[src/rtl/hpt_pkg.sv]
package hpt_pkg;
  localparam int WORD_W    = 32;
  localparam int SEG_N     = 16;
  localparam int SEG_IW    = $clog2(SEG_N);
  localparam int GRP_N     = 8;
  localparam int GRP_WORDS = 2 * GRP_N;
  localparam int WIDX_W    = $clog2(GRP_WORDS);
  localparam int ENT_W     = $clog2(GRP_N);
  localparam int PG_OFF    = 12;

  localparam logic [WORD_W-1:0] CMP_MASK   = 32'h7FFF_FFBF;
  localparam logic [WORD_W-1:0] AGREE_MASK = 32'hFFFF_F07B;

  typedef enum logic [2:0] {
    ST_OK     = 3'd0,
    ST_MISS   = 3'd1,
    ST_PROT   = 3'd2,
    ST_NOEXEC = 3'd3,
    ST_DIRECT = 3'd4
  } hpt_status_e;

  typedef enum logic [2:0] {
    W_IDLE, W_CHECK, W_SCAN, W_PASS, W_WB, W_RESP
  } walk_state_e;
endpackage

[src/rtl/hpt_segfile.sv]
module hpt_segfile
  import hpt_pkg::*;
(
  input  logic              clk,
  input  logic              rst_n,
  input  logic              we,
  input  logic [SEG_IW-1:0] widx,
  input  logic [WORD_W-1:0] wdata,
  input  logic [SEG_IW-1:0] ridx,
  output logic [WORD_W-1:0] rdata
);
  logic [WORD_W-1:0] regs [SEG_N];

  for (genvar g = 0; g < SEG_N; g++) begin : g_seg
    logic [WORD_W-1:0] r_q;
    logic              r_en;
    assign r_en = we && (widx == SEG_IW'(g));
    always_ff @(posedge clk or negedge rst_n) begin
      if (!rst_n)     r_q <= '0;
      else if (r_en)  r_q <= wdata;
    end
    assign regs[g] = r_q;
  end

  assign rdata = regs[ridx];
endmodule

[src/rtl/hpt_addr_gen.sv]
module hpt_addr_gen
  import hpt_pkg::*;
(
  input  logic [WORD_W-1:0] seg,
  input  logic [WORD_W-1:0] ea,
  input  logic [WORD_W-1:0] tbase,
  input  logic              user,
  input  logic              pass,
  output logic              key,
  output logic [WORD_W-1:0] cmpw,
  output logic [WORD_W-1:0] grp
);
  logic [23:0]       vsid;
  logic [15:0]       pg;
  logic [WORD_W-1:0] h_pri, h_sel, msk;
  logic              unused_bits;

  always_comb begin
    vsid  = seg[23:0];
    pg    = ea[27:12];
    key   = (seg[29] & user) | (seg[30] & ~user);
    h_pri = {7'b0, (vsid[18:0] ^ {3'b0, pg}), 6'b0};
    h_sel = pass ? (~h_pri & 32'h01FF_FFC0) : h_pri;
    msk   = {7'b0, tbase[8:0], 16'hFFC0};
    grp   = {tbase[31:16], 16'h0} | (h_sel & msk) | (tbase & ~msk & 32'h0000_FFC0);
    cmpw  = {1'b0, vsid, 1'b0, pg[15:10]};
  end

  assign unused_bits = ^{seg[31:30], seg[28:24], ea[31:28], ea[11:0]};
endmodule

[src/rtl/hpt_pte_eval.sv]
module hpt_pte_eval
  import hpt_pkg::*;
(
  input  logic [WORD_W-1:0] w0,
  input  logic [WORD_W-1:0] w1,
  input  logic [WORD_W-1:0] cmpw,
  input  logic [WORD_W-1:0] keep,
  input  logic              pass,
  input  logic              key,
  output logic              hit,
  output logic              differ,
  output logic              rd_ok,
  output logic              wr_ok
);
  always_comb begin
    hit    = w0[31] && (w0[6] == pass) && ((w0 & CMP_MASK) == cmpw);
    differ = ((keep ^ w1) & AGREE_MASK) != '0;
    if (!key) begin
      rd_ok = 1'b1;
      wr_ok = (w1[1:0] != 2'd3);
    end else begin
      rd_ok = (w1[1:0] != 2'd0);
      wr_ok = (w1[1:0] == 2'd2);
    end
  end
endmodule

[src/rtl/hpt_walker.sv]
module hpt_walker
  import hpt_pkg::*;
(
  input  logic        clk,
  input  logic        rst_n,
  input  logic        seg_we,
  input  logic [3:0]  seg_idx,
  input  logic [31:0] seg_wdata,
  input  logic [31:0] tbase,
  input  logic        req_valid,
  output logic        req_ready,
  input  logic [31:0] req_ea,
  input  logic        req_write,
  input  logic        req_fetch,
  input  logic        req_user,
  output logic        rsp_valid,
  output logic [2:0]  rsp_status,
  output logic [31:0] rsp_pa,
  output logic        rsp_rd_ok,
  output logic        rsp_wr_ok,
  output logic        mem_req,
  output logic        mem_we,
  output logic [31:0] mem_addr,
  output logic [31:0] mem_wdata,
  input  logic [31:0] mem_rdata
);
  // reset: asynchronous assert, synchronous release
  logic rst_s1, rst_i;
  always_ff @(posedge clk or negedge rst_n) begin
    if (!rst_n) begin
      rst_s1 <= 1'b0;
      rst_i  <= 1'b0;
    end else begin
      rst_s1 <= 1'b1;
      rst_i  <= rst_s1;
    end
  end

  walk_state_e        state_q, state_d;
  logic [WORD_W-1:0]  ea_q, ea_d, seg_q, seg_d, hold_q, hold_d, keep_q, keep_d;
  logic [WORD_W-1:0]  pa_q, pa_d;
  logic               wr_q, wr_d, fetch_q, fetch_d, user_q, user_d, pass_q, pass_d;
  logic               rdv_q, rdv_d, found_q, found_d, conf_q, conf_d;
  logic               grant_q, grant_d, accr_q, accr_d, accw_q, accw_d;
  logic               rok_q, rok_d, wok_q, wok_d;
  logic [WIDX_W:0]    wcnt_q, wcnt_d;
  logic [WIDX_W-1:0]  ridx_q, ridx_d;
  logic [ENT_W-1:0]   good_q, good_d;
  hpt_status_e        st_q, st_d;

  logic [WORD_W-1:0]  seg_rd, cmpw, grp, new_keep;
  logic               key, ev_hit, ev_differ, ev_r, ev_w, flag_store, run_en;

  hpt_segfile u_segs (
    .clk(clk), .rst_n(rst_i), .we(seg_we), .widx(seg_idx), .wdata(seg_wdata),
    .ridx(req_ea[WORD_W-1 -: SEG_IW]), .rdata(seg_rd)
  );

  hpt_addr_gen u_addr (
    .seg(seg_q), .ea(ea_q), .tbase(tbase), .user(user_q), .pass(pass_q),
    .key(key), .cmpw(cmpw), .grp(grp)
  );

  hpt_pte_eval u_eval (
    .w0(hold_q), .w1(mem_rdata), .cmpw(cmpw), .keep(keep_q), .pass(pass_q),
    .key(key), .hit(ev_hit), .differ(ev_differ), .rd_ok(ev_r), .wr_ok(ev_w)
  );

  always_comb begin
    state_d = state_q;  ea_d = ea_q;     seg_d = seg_q;     hold_d = hold_q;
    keep_d  = keep_q;   pa_d = pa_q;     wr_d = wr_q;       fetch_d = fetch_q;
    user_d  = user_q;   pass_d = pass_q; rdv_d = 1'b0;      found_d = found_q;
    conf_d  = conf_q;   grant_d = grant_q; accr_d = accr_q; accw_d = accw_q;
    rok_d   = rok_q;    wok_d = wok_q;   wcnt_d = wcnt_q;   ridx_d = ridx_q;
    good_d  = good_q;   st_d = st_q;
    mem_req = 1'b0;     mem_we = 1'b0;   mem_addr = grp;    mem_wdata = '0;

    new_keep = keep_q | 32'h0000_0100;
    if (!keep_q[7] && wr_q && grant_q) new_keep[7] = 1'b1;
    flag_store = (new_keep != keep_q);

    case (state_q)
      W_IDLE: if (req_valid) begin
        ea_d = req_ea; wr_d = req_write; fetch_d = req_fetch; user_d = req_user;
        seg_d = seg_rd; state_d = W_CHECK;
      end
      W_CHECK: begin
        rok_d = 1'b0; wok_d = 1'b0; pa_d = '0;
        if (seg_q[31]) begin
          st_d = ST_DIRECT; state_d = W_RESP;
        end else if (fetch_q && seg_q[28]) begin
          st_d = ST_NOEXEC; state_d = W_RESP;
        end else begin
          pass_d = 1'b0; wcnt_d = '0; found_d = 1'b0; conf_d = 1'b0; state_d = W_SCAN;
        end
      end
      W_SCAN: begin
        if (wcnt_q < (WIDX_W+1)'(GRP_WORDS)) begin
          mem_req  = 1'b1;
          mem_addr = grp | {{(WORD_W-WIDX_W-2){1'b0}}, wcnt_q[WIDX_W-1:0], 2'b00};
          rdv_d    = 1'b1;
          ridx_d   = wcnt_q[WIDX_W-1:0];
          wcnt_d   = wcnt_q + 1'b1;
        end
        if (rdv_q) begin
          if (!ridx_q[0]) begin
            hold_d = mem_rdata;
          end else if (ev_hit) begin
            if (!found_q) begin
              found_d = 1'b1; keep_d = mem_rdata; good_d = ridx_q[WIDX_W-1:1];
              accr_d  = ev_r; accw_d = ev_w; grant_d = wr_q ? ev_w : ev_r;
            end else if (ev_differ) begin
              conf_d = 1'b1;
            end
          end
          if (ridx_q == WIDX_W'(GRP_WORDS-1)) state_d = W_PASS;
        end
      end
      W_PASS: begin
        if (found_q && !conf_q) begin
          pa_d    = {keep_q[WORD_W-1:PG_OFF], ea_q[PG_OFF-1:0]};
          st_d    = grant_q ? ST_OK : ST_PROT;
          rok_d   = accr_q;
          wok_d   = accw_q && new_keep[7];
          state_d = flag_store ? W_WB : W_RESP;
        end else if (!pass_q) begin
          pass_d = 1'b1; wcnt_d = '0; found_d = 1'b0; conf_d = 1'b0; state_d = W_SCAN;
        end else begin
          st_d = ST_MISS; state_d = W_RESP;
        end
      end
      W_WB: begin
        mem_req   = 1'b1;
        mem_we    = 1'b1;
        mem_addr  = grp | {{(WORD_W-ENT_W-3){1'b0}}, good_q, 3'b100};
        mem_wdata = new_keep;
        state_d   = W_RESP;
      end
      W_RESP:  state_d = W_IDLE;
      default: state_d = W_IDLE;
    endcase
  end

  assign run_en = (state_q != W_IDLE) || req_valid;

  always_ff @(posedge clk or negedge rst_i) begin
    if (!rst_i) begin
      state_q <= W_IDLE; ea_q <= '0; seg_q <= '0; hold_q <= '0; keep_q <= '0;
      pa_q <= '0; wr_q <= 1'b0; fetch_q <= 1'b0; user_q <= 1'b0; pass_q <= 1'b0;
      rdv_q <= 1'b0; found_q <= 1'b0; conf_q <= 1'b0; grant_q <= 1'b0;
      accr_q <= 1'b0; accw_q <= 1'b0; rok_q <= 1'b0; wok_q <= 1'b0;
      wcnt_q <= '0; ridx_q <= '0; good_q <= '0; st_q <= ST_OK;
    end else begin
      state_q <= state_d;
      if (run_en) begin
        ea_q <= ea_d; seg_q <= seg_d; hold_q <= hold_d; keep_q <= keep_d;
        pa_q <= pa_d; wr_q <= wr_d; fetch_q <= fetch_d; user_q <= user_d;
        pass_q <= pass_d; rdv_q <= rdv_d; found_q <= found_d; conf_q <= conf_d;
        grant_q <= grant_d; accr_q <= accr_d; accw_q <= accw_d; rok_q <= rok_d;
        wok_q <= wok_d; wcnt_q <= wcnt_d; ridx_q <= ridx_d; good_q <= good_d;
        st_q <= st_d;
      end
    end
  end

  assign req_ready  = (state_q == W_IDLE);
  assign rsp_valid  = (state_q == W_RESP);
  assign rsp_status = st_q;
  assign rsp_pa     = pa_q;
  assign rsp_rd_ok  = rok_q;
  assign rsp_wr_ok  = wok_q;
endmodule

[config.mk]
export PLATFORM = sky130hd
export DESIGN_NAME = hpt_walker
export DESIGN_NICKNAME = d
export VERILOG_FILES = /design/src/rtl/hpt_pkg.sv /design/src/rtl/hpt_segfile.sv /design/src/rtl/hpt_addr_gen.sv /design/src/rtl/hpt_pte_eval.sv /design/src/rtl/hpt_walker.sv
export SDC_FILE = /design/constraint.sdc
export NUM_CORES = 1
export LEC_CHECK = 0
export BUFFER_PORTS_ARGS = -buffer_cell sky130_fd_sc_hd__buf_2
export CELL_PAD_IN_SITES_DETAIL_PLACEMENT = 1
export CELL_PAD_IN_SITES_GLOBAL_PLACEMENT = 2
export CORE_MARGIN = 10
export CORE_UTILIZATION = 47
export DETAILED_ROUTE_END_ITERATION = 10
export PLACE_DENSITY_LB_ADDON = 0.1
export SETUP_SLACK_MARGIN = 0.4
export SYNTH_ARGS = -nofsm -noshare
export SYNTH_HDL_FRONTEND = slang
export SYNTH_SLANG_ARGS = --single-unit
export TNS_END_PERCENT = 10
[constraint.sdc]
create_clock -name clk -period 29.8 [get_ports clk]
set_input_delay 5.96 -clock clk [delete_from_list [all_inputs] [get_ports clk]]
set_output_delay 5.96 -clock clk [all_outputs]
set_load 0.05 [all_outputs]
After elaboration in Yosys (flattened, before gate mapping):

Cells that the tools add are included.

* add/sub/neg operators: 1
* $lt $le $gt $ge: 2
* eq/ne operators: 41
* multiplexer cells: 58
* bitwise gates (word level): 17
* reduce and logical (&&, ||, !) cells: 44

Operators with widths (number)
* 32-bit 2-to-1 mux: 5
* 32-bit binary-select mux with 4-bit select: 1
* 32-bit one-hot mux with 2 select lines: 2
* 32-bit by 6-bit OR with 32-bit output: 2
* 4-bit == test, second input constant: 9
* 3-bit 2-to-1 mux: 11
* 32-bit by 16-bit OR with 32-bit output: 1
* 32-bit OR: 1
* 32-bit nonzero test: 1
* 32-bit XOR: 1
* 30-bit == test: 1
* 2-bit != test, second input constant: 14
* 25-bit bitwise AND: 1
* 25-bit 2-to-1 mux: 1
* 5-bit 2-to-1 mux: 5
* 25-bit inverter: 1
* 1-bit logical AND: 23
* 1-bit 2-to-1 mux: 23
* 19-bit by 16-bit XOR with 19-bit output: 1
* 16-bit bitwise AND: 1
* 4-bit by 3-bit == test with 1-bit output, second input constant: 4
* 16-bit inverter, first input constant: 1
* 3-bit one-hot mux with 5 select lines: 1
* 5-bit one-hot mux with 3 select lines: 1
* 33 further kinds: 51

* flip-flop bits (word level): 700
* input bits: 139
* output and inout port bits: 105
* logic and storage cells: 203

Depth between registers and ports, before layout:

* word-level depth: 9
* gate-level depth with buffers: 9
* mapped depth without buffers: 6

By module:

A second synthesis with hierarchy kept.

* cells, all modules: 2166
* area, all modules: 32144.6 µm²

Modules (own cells, without submodules)
* hpt_segfile: times used 1, cells each 1404, area each 22765.6 µm², sequential area each 12812.3 µm²
* hpt_walker: times used 1, cells each 596, area each 7946.4 µm², sequential area each 4804.6 µm²
* hpt_addr_gen: times used 1, cells each 87, area each 783.3 µm², sequential area each 0.0 µm²
* hpt_pte_eval: times used 1, cells each 79, area each 649.4 µm², sequential area each 0.0 µm²

Worst setup path after synthesis:

Ideal clock, no wire load.

* path type: input port to output port
* start: input port tbase[0]
* end: output port mem_addr[16]
* arrival: 6.323 ns
* required time: 23.840 ns
* setup slack: 17.517 ns
* cell stages on the path: 1
* path buffers: 0
* cells stage by stage: a21o_1

* cells in the longest elaborated chain, start to end: 6
* elaborated cells between the ends (all ways): 7
* classes of those cells: mux (2); bitwise (5)

Ends and longest elaborated chain
* from (decl): line hpt_walker.sv:9 `input logic [31:0] tbase,`
* 25-bit bitwise AND (*): line hpt_addr_gen.sv:25 `grp = {tbase[31:16], 16'h0} | (h_sel & msk) | (tbase & ~msk & 32'h0000_FFC0);`
* 32-bit OR (*): line hpt_addr_gen.sv:25
* 32-bit by 16-bit OR with 32-bit output (*): line hpt_addr_gen.sv:25
* 32-bit by 6-bit OR with 32-bit output: line hpt_walker.sv:100 `mem_addr = grp | {{(WORD_W-WIDX_W-2){1'b0}}, wcnt_q[WIDX_W-1:0], 2'b00};`
* 32-bit 2-to-1 mux: line hpt_walker.sv:98 `if (wcnt_q < (WIDX_W+1)'(GRP_WORDS)) begin`
* 32-bit one-hot mux with 2 select lines (*): line hpt_walker.sv:82 `case (state_q)`
* to (decl): line hpt_walker.sv:23 `output logic [31:0] mem_addr,`

Every way passes the cells marked *; elsewhere a longest branch is shown, timed or not.

Worst setup path in the final report:

* start: input port tbase[1]
* end: output port mem_addr[17]

Same word-level chain as after synthesis.

==> metrics.md <==
| Metric | Value |
|---|---|
| Status | `finished, final reports clean` |
| Via count | `between 15k and 20k` |
| Fmax | `between 80 and 90 MHz` |
| Cell mode on critical path | `buf_2` |
| Library cells used by synthesis | `between 40 and 50` |
| CTS clk-pin slew, worst paths | `0.06 ns` |
| Remaining global-route overflow | `0` |
| Cts hold-fix bufs | `0` |
| Final #Nets | `2122` |
| Crit. path cell count | `3` |
| Multi-input logic area | `roughly 12000 um2` |
| Initial antenna violation count | `9` |
| Slew headroom | `between 20% and 30%` |
| Final WL | `roughly 73 mm` |
| Max-cap viol count | `0` |
| Area grow syn2layout | `14.8%` |
| Data arrival, critical path | `6.45 ns` |
| Top-count cell post-synth | `dfrtp_1` |
| Num ports | `244` |
| CP delay by family, top | `buffers and inverters` |
| Slew Viols, Final | `0` |
| Die area | `between 70000 and 80000 um2` |
| FF+latch area | `15800 um2` |
| Cts repair resizes | `0` |
| Cell Rows | `89` |
| Avg Vias per Cell | `5.72` |
| EDFF count, synth | `0` |
| First-pass DRT Iterations | `4` |
| Worst-Skew Late Latency | `roughly 0.6 ns` |
| Peak supply drop | `0.0653 mV` |
| Critical-path top delay cell | `buf_2` |
| Final antenna-violating net count | `0` |
| Overall Global Routing Usage | `20.8%` |
| Actual slew at the worst max-slew pin | `1.18 ns` |
| Clock buffer depth | `3` |
| Clock skew | `0.0185 ns` |
| Unrepaired setup endpoints after global routing | `no` |
| Setup_tns | `0 ns` |
| Leakage | `approximately 14 nW` |
| # fillers | `around 5.6k` |
| Layout cell share with drive strength beyond 1 | `54.2%` |
| Largest net degree at the start of global routing | `about 180` |
| Initial Util | `roughly 48%` |
| Vias in the first global route | `18.1k` |
| Final Total Pwr | `roughly 2.8 mW` |
| Crit path cell chain | `buf_2 > a21o_1 > buf_2` |
| Crit path buf inv count | `2` |
| Root Driver | `clkbuf_16` |
| Drc violations | `0` |
| Drt wl/cell | `roughly 26 um` |
| Finished Layout Cells | `~2.8k` |
| Yosys warnings | `0` |
| Sequential area share after synthesis | `about 56%` |
| P per Cell Area | `about 88 nW/um2` |
| CP max stage delay | `about 0.22 ns` |
| Post-synth top cells | `dfrtp_1 (632), mux2_2 (561), mux4_2 (140)` |
| Yosys reg bits | `632` |
| CTS tree | `done` |
| DP HPWL | `44.8 mm` |
| Synth Flop Type | `dfrtp_1` |
| Crit path launch type | `input port` |
| Post-CTS Setup Inserts | `0` |
| CTS Sinks | `between 600 and 700` |
| Finish-stage setup viols | `0` |
| Die H | `265 um` |
| Port bufs | `approximately 220` |
| Crit path kind | `input port to output port` |
| Final critical-path required period | `between 10 and 15 ns` |
| Mean cell area of the mapped netlist | `15.7 um2` |
| Core area | `approximately 59000 um2` |
| Cell taking the most area after synthesis | `dfrtp_1` |
| Inst Count DP | `around 2.7k` |
| Worst Hold Depth | `0` |
| Synth top area share | `between 50% and 60%` |
| Tightest Hold Check Type | `register to register` |
| DIE WIDTH | `around 270 um` |
| Top cells by area, synth | `dfrtp_1 (56%), mux2_2 (22%), mux4_2 (11%)` |
| Initial DRC Count | `between 1k and 1.5k` |
| Endpoints failing hold | `0` |
| Routability Congestion | `about 0.76` |
| Inserted Clock Buffers | `roughly 70` |
| First-pass GRT wire length | `~110 mm` |
| Post-Synthesis Cells | `about 1.8k` |
| CP Capture Type | `output port` |
| Synthesized area | `around 28000 um2` |
| Period utilization | `41.6%` |
| Ys async rst share | `between 90% and 100%` |
| Req. time, crit path | `around 24 ns` |
| R2r worst-path depth | `3` |
| Crit path max fanout | `1` |
| H-tree depth | `3` |
## final cells by class
| class | count | share of cell area [%] |
|---|---|---|
| Antenna cell | 5 | 0.0385 |
| Inverter | 8 | 0.0924 |
| Clock inverter | 24 | 0.720 |
| Timing Repair Buffer | 247 | 4.11 |
| Clock buffer | 105 | 6.58 |
| Tap cell | 773 | 2.97 |
| Sequential cell | 632 | 48.6 |
| Multi-Input combinational cell | 1022 | 36.8 |
## cells by family (layout without fill, tap and decap cells)
kind of cell | after synthesis | count (layout) | synth area share (%)
compound gates | 72 | 72 | 1.95
xor+xnor | 94 | 94 | 2.91
fa+ha+maj | 1 | 1 | 0.0442
buf+inv | 150 | 384 | 2.22
flops | 632 | 632 | 55.8
mux | 723 | 723 | 34.6
other cells | 2 | 8 | 0.0265
simple gates | 129 | 129 | 2.46
## per-stage QoR
| step | instance area (um2) | hold WS, ns | worst slack [ns] | utilization (%) |
|---|---|---|---|---|
| floorplan | 28300 | 0.331 | 10.88 | - |
| detailed placement | 30100 | 0.341 | 17.38 | 50.8 |
| global route | 32500 | 0.365 | 17.37 | 54.8 |
| global placement | 30100 | 0.338 | 17.39 | 50.8 |
| CTS | 32500 | 0.357 | 17.38 | 54.8 |
| finish | 32500 | 0.353 | 17.39 | 54.8 |
## cells in the final DEF, fill, tap and decap left out, types with 16 or more instances in the layout
master,synthesis,routed
mux2_4,19,19
mux2_2,561,561
buf_4,10,31
xnor2_1,59,59
mux4_2,140,140
and3_1,31,31
a22o_1,37,37
buf_2,5,214
clkinv_2,0,16
dfrtp_1,632,631
nor2_1,32,21
xor2_1,35,35
clkbuf_16,0,75
## path summary, 6_finish.rpt
path	from	to	slack [ns]
worst min-delay path	rst_s1$_DFF_PN0_	rst_i$_DFF_PN0_	0.35
worst min register to register	rst_s1$_DFF_PN0_	rst_i$_DFF_PN0_	0.35
worst max-delay path	tbase[1]	mem_addr[17]	17.39
worst max register to register	rst_i$_DFF_PN0_	u_segs.g_seg[4].r_q[3]$_DFFE_PN0P_	26.39
min in group asynchronous	rst_i$_DFF_PN0_	u_segs.g_seg[7].r_q[20]$_DFFE_PN0P_	0.41
max in group asynchronous	rst_n	rst_i$_DFF_PN0_	24.56
## state kept, by name, summed over array words and instances, names as in the netlist, 3 cells and up
| signal | cells |
|---|---|
| u_segs.g_seg.r_q | 448 |
| hold_q | 32 |
| keep_q | 32 |
| rsp_pa | 32 |
| ea_q | 28 |
| seg_q | 28 |
| wcnt_q | 5 |
| ridx_q | 4 |
| good_q | 3 |
| rsp_status | 3 |
| state_q | 3 |
## worst register-to-register path: stages, from the launching register on
cell	delay, ns
dfrtp_4	0.92
buf_12	0.63
buf_4	1.15
buf_4	0.73
## routing by layer
metal	track usage (%)	wire (um)
met5	0	27
met4	6.41	1660
met3	3.46	2850
met2	35.7	36500
met1	26.7	32000
## report_power, final
part	switching, mW	internal [mW]
registers	0.139	1.07
clock network	0.349	0.532
logic	0.393	0.359
(Power assumes the default switching activity.)
